### src/rtl/pp_seq_pkg.sv
package pp_seq_pkg;
  // Strobes passed from the sequencing control to the delay datapath
  typedef struct packed {
    logic clearCnt;  // hold the delay ramp at zero (pulse or overlap active)
    logic flush;     // synchronous clear while disabled
  } seqStrobe_t;
endpackage

### src/rtl/pp_seq_delay.sv
module pp_seq_delay
  import pp_seq_pkg::*;
#(
  parameter int DEMAND_W    = 6,
  parameter int DELAY_SHIFT = 2
) (
  input  logic                clk,
  input  logic                rst_n,
  input  logic [DEMAND_W-1:0] demand,
  input  logic                delayOn,
  input  seqStrobe_t          strobe,
  output logic                expired
);
  localparam int LIMIT_W = DEMAND_W - DELAY_SHIFT;
  localparam int CNT_W   = LIMIT_W + 1;
  localparam logic [CNT_W-1:0] CNT_MAX = '1;

  logic [LIMIT_W-1:0] limit;
  logic [CNT_W-1:0]   rampCnt, rampNext;

  // Delay limit derived from the load-demand code; zero when delay disabled
  assign limit = delayOn ? demand[DEMAND_W-1:DELAY_SHIFT] : '0;

  always_comb begin
    if (strobe.flush || strobe.clearCnt)
      rampNext = '0;
    else if (rampCnt == CNT_MAX)
      rampNext = rampCnt;
    else
      rampNext = rampCnt + 1'b1;
  end

  // Ramp has crossed the demand level once the count passes the limit
  assign expired = rampNext > {1'b0, limit};

  always_ff @(posedge clk or negedge rst_n) begin
    if (!rst_n) rampCnt <= '0;
    else        rampCnt <= rampNext;
  end
endmodule

### src/rtl/pp_seq_control.sv
module pp_seq_control
  import pp_seq_pkg::*;
(
  input  logic       clk,
  input  logic       rst_n,
  input  logic       enable,
  input  logic       clkPulse,
  input  logic       pwmReq,
  input  logic       blockOverlap,
  input  logic       expired,
  output seqStrobe_t strobe,
  output logic       driveA,
  output logic       driveB,
  output logic       driveAux
);
  logic pulsePrev, running, phaseSel, pwmArm, delayHi;
  logic runNext, phaseNext, armNext, delayNext, pwmNow, pulseRise;
  logic aNext, bNext, auxNext;

  assign pulseRise = clkPulse && !pulsePrev;
  assign runNext   = enable && (running || clkPulse);

  always_comb begin
    if (!enable) begin
      phaseNext = 1'b0;
      armNext   = 1'b0;
      delayNext = 1'b0;
    end else begin
      phaseNext = (pulseRise && running) ? !phaseSel : phaseSel;
      armNext   = clkPulse ? 1'b1 : (pwmArm && pwmReq && !blockOverlap);
      delayNext = clkPulse ? 1'b1 : (delayHi && !blockOverlap && !expired);
    end
  end

  assign pwmNow = armNext && !clkPulse;

  assign strobe.clearCnt = clkPulse || pwmNow;
  assign strobe.flush    = !enable;

  assign aNext   = runNext && !clkPulse && (!phaseNext || pwmNow);
  assign bNext   = runNext && !clkPulse && ( phaseNext || pwmNow);
  assign auxNext = runNext && !clkPulse && delayNext;

  always_ff @(posedge clk or negedge rst_n) begin
    if (!rst_n) begin
      pulsePrev <= 1'b0;
      running   <= 1'b0;
      phaseSel  <= 1'b0;
      pwmArm    <= 1'b0;
      delayHi   <= 1'b0;
      driveA    <= 1'b0;
      driveB    <= 1'b0;
      driveAux  <= 1'b0;
    end else begin
      pulsePrev <= clkPulse;
      running   <= runNext;
      phaseSel  <= phaseNext;
      pwmArm    <= armNext;
      delayHi   <= delayNext;
      driveA    <= aNext;
      driveB    <= bNext;
      driveAux  <= auxNext;
    end
  end
endmodule

### src/rtl/pp_overlap_seq.sv
module pp_overlap_seq
  import pp_seq_pkg::*;
#(
  parameter int DEMAND_W    = 6,
  parameter int DELAY_SHIFT = 2,
  parameter int ZERO_LEVEL  = 8
) (
  input  logic                clk,
  input  logic                rst_n,
  input  logic                enable,
  input  logic                clkPulse,
  input  logic                pwmReq,
  input  logic [DEMAND_W-1:0] demand,
  input  logic                peakFault,
  input  logic                delayOn,
  output logic                driveA,
  output logic                driveB,
  output logic                driveAux
);
  localparam logic [DEMAND_W-1:0] ZERO_CODE = DEMAND_W'(ZERO_LEVEL);

  seqStrobe_t strobe;
  logic       expired;
  logic       blockOverlap;

  assign blockOverlap = peakFault || (demand < ZERO_CODE);

  pp_seq_control ctrl (
    .clk(clk), .rst_n(rst_n), .enable(enable), .clkPulse(clkPulse),
    .pwmReq(pwmReq), .blockOverlap(blockOverlap), .expired(expired),
    .strobe(strobe), .driveA(driveA), .driveB(driveB), .driveAux(driveAux)
  );

  pp_seq_delay #(.DEMAND_W(DEMAND_W), .DELAY_SHIFT(DELAY_SHIFT)) dpath (
    .clk(clk), .rst_n(rst_n), .demand(demand), .delayOn(delayOn),
    .strobe(strobe), .expired(expired)
  );
endmodule

### config.mk
export PLATFORM = sky130hd
export DESIGN_NAME = pp_overlap_seq
export DESIGN_NICKNAME = d
export VERILOG_FILES = /design/src/rtl/pp_seq_pkg.sv /design/src/rtl/pp_seq_delay.sv /design/src/rtl/pp_seq_control.sv /design/src/rtl/pp_overlap_seq.sv
export SDC_FILE = /design/constraint.sdc
export NUM_CORES = 1
export LEC_CHECK = 0
export BUFFER_PORTS_ARGS = -buffer_cell sky130_fd_sc_hd__buf_2
export CORE_MARGIN = 5
export CORE_UTILIZATION = 30
export CTS_BUF_LIST = sky130_fd_sc_hd__clkbuf_4
export DETAILED_ROUTE_END_ITERATION = 12
export GPL_ROUTABILITY_DRIVEN = 0
export HOLD_SLACK_MARGIN = 0.02
export PLACE_DENSITY = 0.48
export SYNTH_ARGS = -nofsm -noshare
export SYNTH_HDL_FRONTEND = slang
export SYNTH_SLANG_ARGS = --single-unit
### constraint.sdc
create_clock -name clk -period 2.65 [get_ports clk]
set_input_delay 0 -clock clk [delete_from_list [all_inputs] [get_ports clk]]
set_output_delay 0 -clock clk [all_outputs]
set_load 0.05 [all_outputs]
==> summary by stage, run 1 <==
Route
Once detail routing completed, the nets flagged for antenna violations numbered 0. Dividing the detail-routed wire length by the instance count gives 11.2 um. The routed via count divided by cell count is 4.78. For this run, design rule violations remaining after detail routing come to 0. The overall via count from detail_route is 526.

The total routed wirelength is 1.23 mm. The first TritonRoute pass finished after 3 iterations. The detailed router finished its first iteration with 9 violations.

Worst setup path
Data on the critical path arrives at its endpoint at 2700 ps. By instance count, the cell type seen most on the critical path is a21oi_2. The worst setup path is captured at a register. In this run the critical register-to-register path is launched from ctrl.pwmArm. The delay of the slowest critical-path stage is 450 ps.

The capture instance of the worst register-to-register path is ctrl.driveAux. The startpoint kind of the worst setup timing path is a register. Setup slack on the worst reg-to-reg path comes out at 150 ps.

The critical path is of the register to register type. Data on the critical path is required at its endpoint by 2860 ps. Of all nets on the critical path, the largest fanout is 5. Walking the worst path, the cells encountered are and3b_1 > nor2b_1 > or3b_4 > a21oi_2 > ha_4 > a21oi_2 > o221ai_1 > a2111oi_2 > and2_1. Counting cells, the worst reg-to-reg path comes to 9.

The cell type of the slowest stage on the worst timing path is or3b_4.

Timing
The top achievable clock speed is 401 MHz. The final-report hold violation count is 0. Hold timing on the final database bottoms out at a slack of 136 ps. The final count of negative-setup-slack endpoints is 0. The final worst-path cycle share is 94.2%. Setup repair after global routing left no endpoint under its margin.

The remaining max-slew budget at the tightest pin is 76.0%. The setup clock skew after layout is 3.48 ps. The slew at the pin closest to its max-slew limit is 355 ps. The worst setup margin is 155 ps. Adding up every negative setup slack in the final design gives 0 ps. The number of max-slew violations in the final report came to 0. The shortest clock period the worst path allows after layout is 2500 ps.

Floorplan
The area of the core region is 0.00219 mm2. The initial standard-cell utilization of the core is 30.9%. The floorplan step defined a die boundary enclosing 0.00331 mm2. In this run the vertical extent of the chip is 57.5 um. The die width is 57.5 um. The floorplan has 17 rows. The total I/O pin count is 16.

CTS
The H-tree depth is 1. Clock-pin slew was measured on the worst setup and hold paths at 80 ps. The CTS tree is done. The root buffer cell is clkbuf_4. The TritonCTS sink count is 13.

TritonCTS created 3 clock buffers. No sink is reached through more buffers than the 2 on the longest clock path. The clock latency of the later-clocked register in the worst-skew pair is 270 ps.

Yosys
The average cell area after synthesis is 10.9 um2. After technology mapping, the gate count stands at 62. The post-synthesis cell type count is 29. The most instantiated flip-flop cell in the synthesis netlist is dfrtp_1.

The number of enable flip-flop cells after synthesis is 0. The share of the Yosys chip area taken by registers is 48.1%. The netlist area before placement is 677 um2.

The number of nets in the synthesized netlist is 80. Synthesis inferred 13 register bits. Yosys printed 0 warnings.

Counting flops with an async set or reset pin after synthesis yields a share of 100%.

Power
After layout, the design draws a total of 0.395 mW. In this run the power density over the cells is 458 mW/mm2. The leakage power of the design is 0.424 nW. Across the VDD grid, the largest voltage drop is 0.300 mV.

Placement
Once detailed placement completed, the half-perimeter wirelength came to 952 um. The count of input and output buffers is 13. The minimum setup slack after placement is 130 ps. After detailed placement, the total cell area comes to 772 um2.

The total placed cells including tap cells is 102.

Worst hold path
The worst hold path belongs to the class input port to asynchronous set/reset pin.

Global route
The number of antenna violations at the first check in global routing is 0. The via count of the first global-routing pass is 496. The first global-routing pass estimated 2.13 mm of wire.

For this run, the total global-route usage over all layers was measured as 8.45%. The total grt overflow is 0. Entering global routing, the biggest net connects 14 pins.

Cells and area
For this run, the number of standard cells in the final layout without fillers is 110. The layout overhead on the synthesized area is 27.5%. The post-layout utilization of the core is 39.4%. The ratio of cells with drive above 1 in the final layout is 31.7%. After routing the design area is 863 um2. The total inserted antenna cells is 0. The net count of the finished layout is 101.

Outcome
The flow ran to the end, and the final reports show no timing, DRC or antenna violations.

Run
Across the run, the number of max-cap violations was 0.
-- worst max-delay path, delay by kind of cell, from the launching register on --
family | cells | cell delay [ps]
flops | 1 | 360
compound gates | 4 | 890
simple gates | 4 | 940
fa+ha+maj | 1 | 230
-- state kept, by name, indices dropped and copies added, names as in the netlist --
| name | cells |
|---|---|
| dpath.rampCnt | 5 |
| ctrl.pwmArm | 1 |
| ctrl.delayHi | 1 |
| ctrl.phaseSel | 1 |
| ctrl.running | 1 |
| ctrl.driveA | 1 |
| ctrl.driveB | 1 |
| ctrl.pulsePrev | 1 |
| ctrl.driveAux | 1 |
-- layout make-up --
type | count | area (um2)
fill | 218 | 1330
multi-input combinational | 44 | 355
sequential | 13 | 325
timing repair buffer | 17 | 103
tap | 28 | 35.0
clock buffer | 4 | 30.0
inverter | 4 | 15.0
-- power breakdown --
part | switching, mW | internal (mW) | total [mW]
combinational | 0.0321 | 0.0261 | 0.0582
sequential | 0.00322 | 0.205 | 0.208
clock | 0.0599 | 0.0685 | 0.128
-- worst max-delay path by stage --
stage,startpoint,to,slack [ps]
3_3_place_gp,ctrl.pwmArm,ctrl.driveAux,70
6_report,ctrl.pwmArm,ctrl.driveAux,150
2_1_floorplan,ctrl.pwmArm,ctrl.driveAux,370
5_1_grt,ctrl.pwmArm,ctrl.driveAux,4
4_1_cts,ctrl.pwmArm,ctrl.driveAux,120
3_5_place_dp,ctrl.pwmArm,ctrl.driveAux,130
-- layer usage --
metal / track usage (%) / part of all wire [%]
met1: 10.6 / 46
met2: 12.1 / 50
met3: 4.07 / 3.6
met4: 3.97 / 0.89
met5: 0 / 0
-- placed cells by master, fill, tap and decap left out, types with 2 or more instances in the layout --
cell,count
a21oi_2,3
and2_1,2
buf_2,13
clkbuf_4,4
dfrtp_1,13
dlygate4sd3_1,3
ha_1,4
inv_1,4
nand2_1,4
nand3_1,2
nand4_1,2
nor2_1,3
nor2b_1,2
o21ai_0,3
xor2_1,2
-- repair_timing --
item                                    in CTS  in global routing
endpoints found under the setup margin       0                  2
gates resized for setup                      0                  4
hold buffers                                 3                  0
endpoints found under the hold margin       17                  0
setup buffers                                0                  1
-- cell usage after synthesis, drive strengths merged (2+ instances only) --
library cell	number	share of area, %
a21oi	3	2.2
and2	2	1.8
dfrtp	13	48
ha	5	9.2
inv	4	2.2
nand2	4	2.2
nand2b	2	3.0
nand3	2	1.5
nand4	2	1.8
nor2	3	1.7
nor2b	2	1.8
o21ai	3	2.2
xor2	2	2.6
-- kinds of logic after synthesis --
logic type / after synthesis / synth area share (%)
mux: 1 / 1.48
fa+ha+maj: 5 / 9.24
compound gates: 13 / 13.9
flops: 13 / 48.1
buf+inv: 5 / 2.96
simple gates: 22 / 20.5
xor+xnor: 3 / 3.88
No activity file was read; power rests on OpenSTA's default activity.
==> inputs of run 2 (changes only) <==
--- a/config.mk
+++ b/config.mk
@@ -6,6 +6,7 @@
 export NUM_CORES = 1
 export LEC_CHECK = 0
 export BUFFER_PORTS_ARGS = -buffer_cell sky130_fd_sc_hd__buf_2
+export CAP_MARGIN = 20
 export CORE_MARGIN = 5
 export CORE_UTILIZATION = 30
 export CTS_BUF_LIST = sky130_fd_sc_hd__clkbuf_4
@@ -13,6 +14,7 @@
 export GPL_ROUTABILITY_DRIVEN = 0
 export HOLD_SLACK_MARGIN = 0.02
 export PLACE_DENSITY = 0.48
+export REMOVE_ABC_BUFFERS = 1
 export SYNTH_ARGS = -nofsm -noshare
 export SYNTH_HDL_FRONTEND = slang
 export SYNTH_SLANG_ARGS = --single-unit
==> run 2 against run 1 <==
  * Combinational power grew 4.0%
  * Sequential share of layout area shrank 1.1 points
  * Design area grew 2.9%
  * Critical endpoint unchanged
  * Highest routed layer unchanged
==> summary by stage, run 2 (synthesized netlist as in run 1, its figures left out) <==
Route
The average wire per standard cell is 13.0 um (+16%). The total routed wirelength was 1.44 mm (+17%). The number of remaining DRC errors is 0 (unchanged). The count of nets left with antenna violations after detail routing was 0 (unchanged). The total length of routed met2 wires is 752 um (+23%). The first-iteration detailed-routing DRC count is 4 (-5). The amount of wire on met3 after detailed routing is 54 um (+20%).

The routed via count divided by cell count is 4.77 (-0.15%). The number of detailed-route iterations in the first pass is 4 (+1). In this run the top signal layer used is met4. The wire length the detailed router placed on met1 came to 612 um (+8.1%). The overall via count from detail_route is 530 (+0.76%).

Global route
The number of antenna violations at the first check in global routing is 0 (unchanged). The largest net degree at the start of global routing is 14 (unchanged). The first-pass GRT wire length is 2.19 mm (+2.6%). The total grt overflow is 0 (unchanged). The via count of the first global-routing pass is 517 (+4.2%). The overall global routing resource usage was 8.67% (+0.22 points).

Cells and area
The number of flip-flops under the largest register name is 5 (unchanged). The layout overhead on the synthesized area is 31.2%. The post-route cell area is 888 um2 (+2.9%). The layout net count is 102 (+0.99%). The ratio of cells with drive above 1 in the final layout is 33.7% (+2.0 points). The top cell types in the final layout, fill and taps aside, are dfrtp_1, buf_2. Ranked by flip-flop count, first place goes to dpath.rampCnt. The total inserted antenna cells was 0 (unchanged).

Placement
The count of input and output buffers came to 13 (unchanged). The instance area after placement is 772 um2 (unchanged). The post-detailed-placement half-perimeter wirelength is 1.00 mm (+5.2%).

Timing
The remaining max-slew budget at the tightest pin is 77.0% (+0.98 points). The shortest clock period the worst path allows after layout came to 2510 ps (+17.1 ps). The top achievable clock speed came to 398 MHz (-0.68%).

The slew at the pin closest to its max-slew limit came to 341 ps (-14.5 ps). The final worst-path cycle share came to 94.8% (+0.64 points). The final count of negative-setup-slack endpoints is 0 (unchanged). The summed negative setup slack over all endpoints is 0 ps (unchanged). The final-report hold violation count is 0 (unchanged). The number of max-slew violations in the final report is 0 (unchanged). The setup clock skew after layout came to 1.46 ps (-2.02 ps).

Power
The worst supply voltage drop on vdd is 0.211 mV (-30%). The final total power was 0.403 mW (+2.1%). The power per standard cell area is 454 mW/mm2 (-0.81%). The leakage power of the design is 0.428 nW (+1.1%).

Worst setup path
STA classifies the critical path startpoint as a register. The cell type of the slowest stage on the worst timing path is or3b_4. The data arrival time of the worst path came to 2730 ps (+30 ps). The startpoint identified for the worst register-to-register timing path is ctrl.pwmArm.

The endpoint identified for the worst register-to-register timing path is ctrl.driveAux. The data required time of the critical path is 2870 ps (about the same). The maximum fanout encountered on the critical timing path came to 6 (+1). Walking the worst path, the cells encountered are and3b_1 > nor2b_1 > or3b_4 > a21oi_4 > ha_4 > a21oi_2 > o221ai_1 > a2111oi_2 > and2_1. The nature of the critical path endpoint is a register.

The reg2reg setup slack is 140 ps (-20 ps). The number of cell instances on the worst register-to-register path was 9 (unchanged). The end point of the critical path is ctrl.driveAux. In this run the worst setup path begins at ctrl.pwmArm. The startpoint-to-endpoint class of the critical path is register to register.

The delay of the slowest critical-path stage is 470 ps (+20 ps).

CTS
The TritonCTS sink count is 13 (unchanged). The clock transition time at the flip-flop clock pins of the worst setup and hold paths is 80 ps (about the same). The clock latency of the later-clocked register in the worst-skew pair was 280 ps (about the same). The H-tree depth was 1 (unchanged). The number of buffers inserted during clock tree synthesis is 3 (unchanged). The root buffer cell is clkbuf_4. The maximum clock insertion buffer count is 2 (unchanged). TritonCTS built the clock tree.

Outcome
The run finished with clean final reports.

Floorplan
The area of the core region is 0.00219 mm2 (unchanged). The overall die height is 57.5 um (unchanged). The initial standard-cell utilization of the core is 30.9% (unchanged). The die width is 57.5 um (unchanged). The total I/O pin count was 16 (unchanged). The row count is 17 (unchanged). The full die area is 0.00331 mm2 (unchanged).

Run
The reported max-cap violation count is 0 (unchanged).

Worst hold path
The min-delay analysis places its worst path in the category input port to asynchronous set/reset pin.
## run 2: changes by cell type in the layout (fill, tap and decap cells not counted)
cell	delta
a21oi_2	-2
nor2_2	+1
buf_4	+1
a21oi_4	+2
nor2_1	-1
## run 2: layout make-up
| type | instances | area (um2) |
|---|---|---|
| inverter | 4 | 15.0 |
| fill | 225 | 1300 |
| sequential | 13 | 325 |
| timing repair buffer | 18 | 110 |
| clock buffer | 4 | 30.0 |
| multi-input combinational | 44 | 373 |
| tap | 28 | 35.0 |
## run 2: how the worst min path moves through the flow
stage	startpoint	end	cells after the start
5_1_grt	rst_n	ctrl.pwmArm	2
6_report	rst_n	ctrl.pwmArm	2
2_1_floorplan	rst_n	ctrl.delayHi	0
3_3_place_gp	rst_n	ctrl.pulsePrev	1
3_5_place_dp	rst_n	ctrl.phaseSel	1
4_1_cts	rst_n	ctrl.pwmArm	2
## run 2: where the power goes
part           switching, mW  leakage [nW]  internal, mW
clock                 0.0656        0.0184        0.0687
sequential           0.00328         0.173         0.205
combinational         0.0340         0.237        0.0266
total                  0.103         0.428         0.300
## run 2: metrics by stage
step                      cells  setup slack [ps]  hold WS (ps)  util, %
after floorplan              61               366          -296        -
after global placement      102               100          -103     35.2
after detailed placement    102               127          -101     35.2
after CTS                   109              95.1           126     38.0
after global routing        111             -4.19           159     40.5
final                       111               138           132     40.5
## run 2: timing repair
| action | 4_1_cts | 5_1_grt |
|---|---|---|
| resized for setup | 0 | 7 |
| hold buffers | 3 | 0 |
| endpoints found under the hold margin | 17 | 0 |
| setup endpoints to repair | 0 | 2 |
| buffers inserted | 0 | 2 |
## run 2: per-layer routing
metal	global-route usage, %	vias to the layer above
met5	0	-
met4	4.97	0
met3	2.94	4
met2	14.4	7
met1	9.58	256
li1	-	263
## run 2: critical path, delay by kind of cell (launching register included)
kind | cells | cell delay [ps]
fa+ha+maj | 1 | 230
compound gates | 4 | 890
flops | 1 | 360
simple gates | 4 | 960
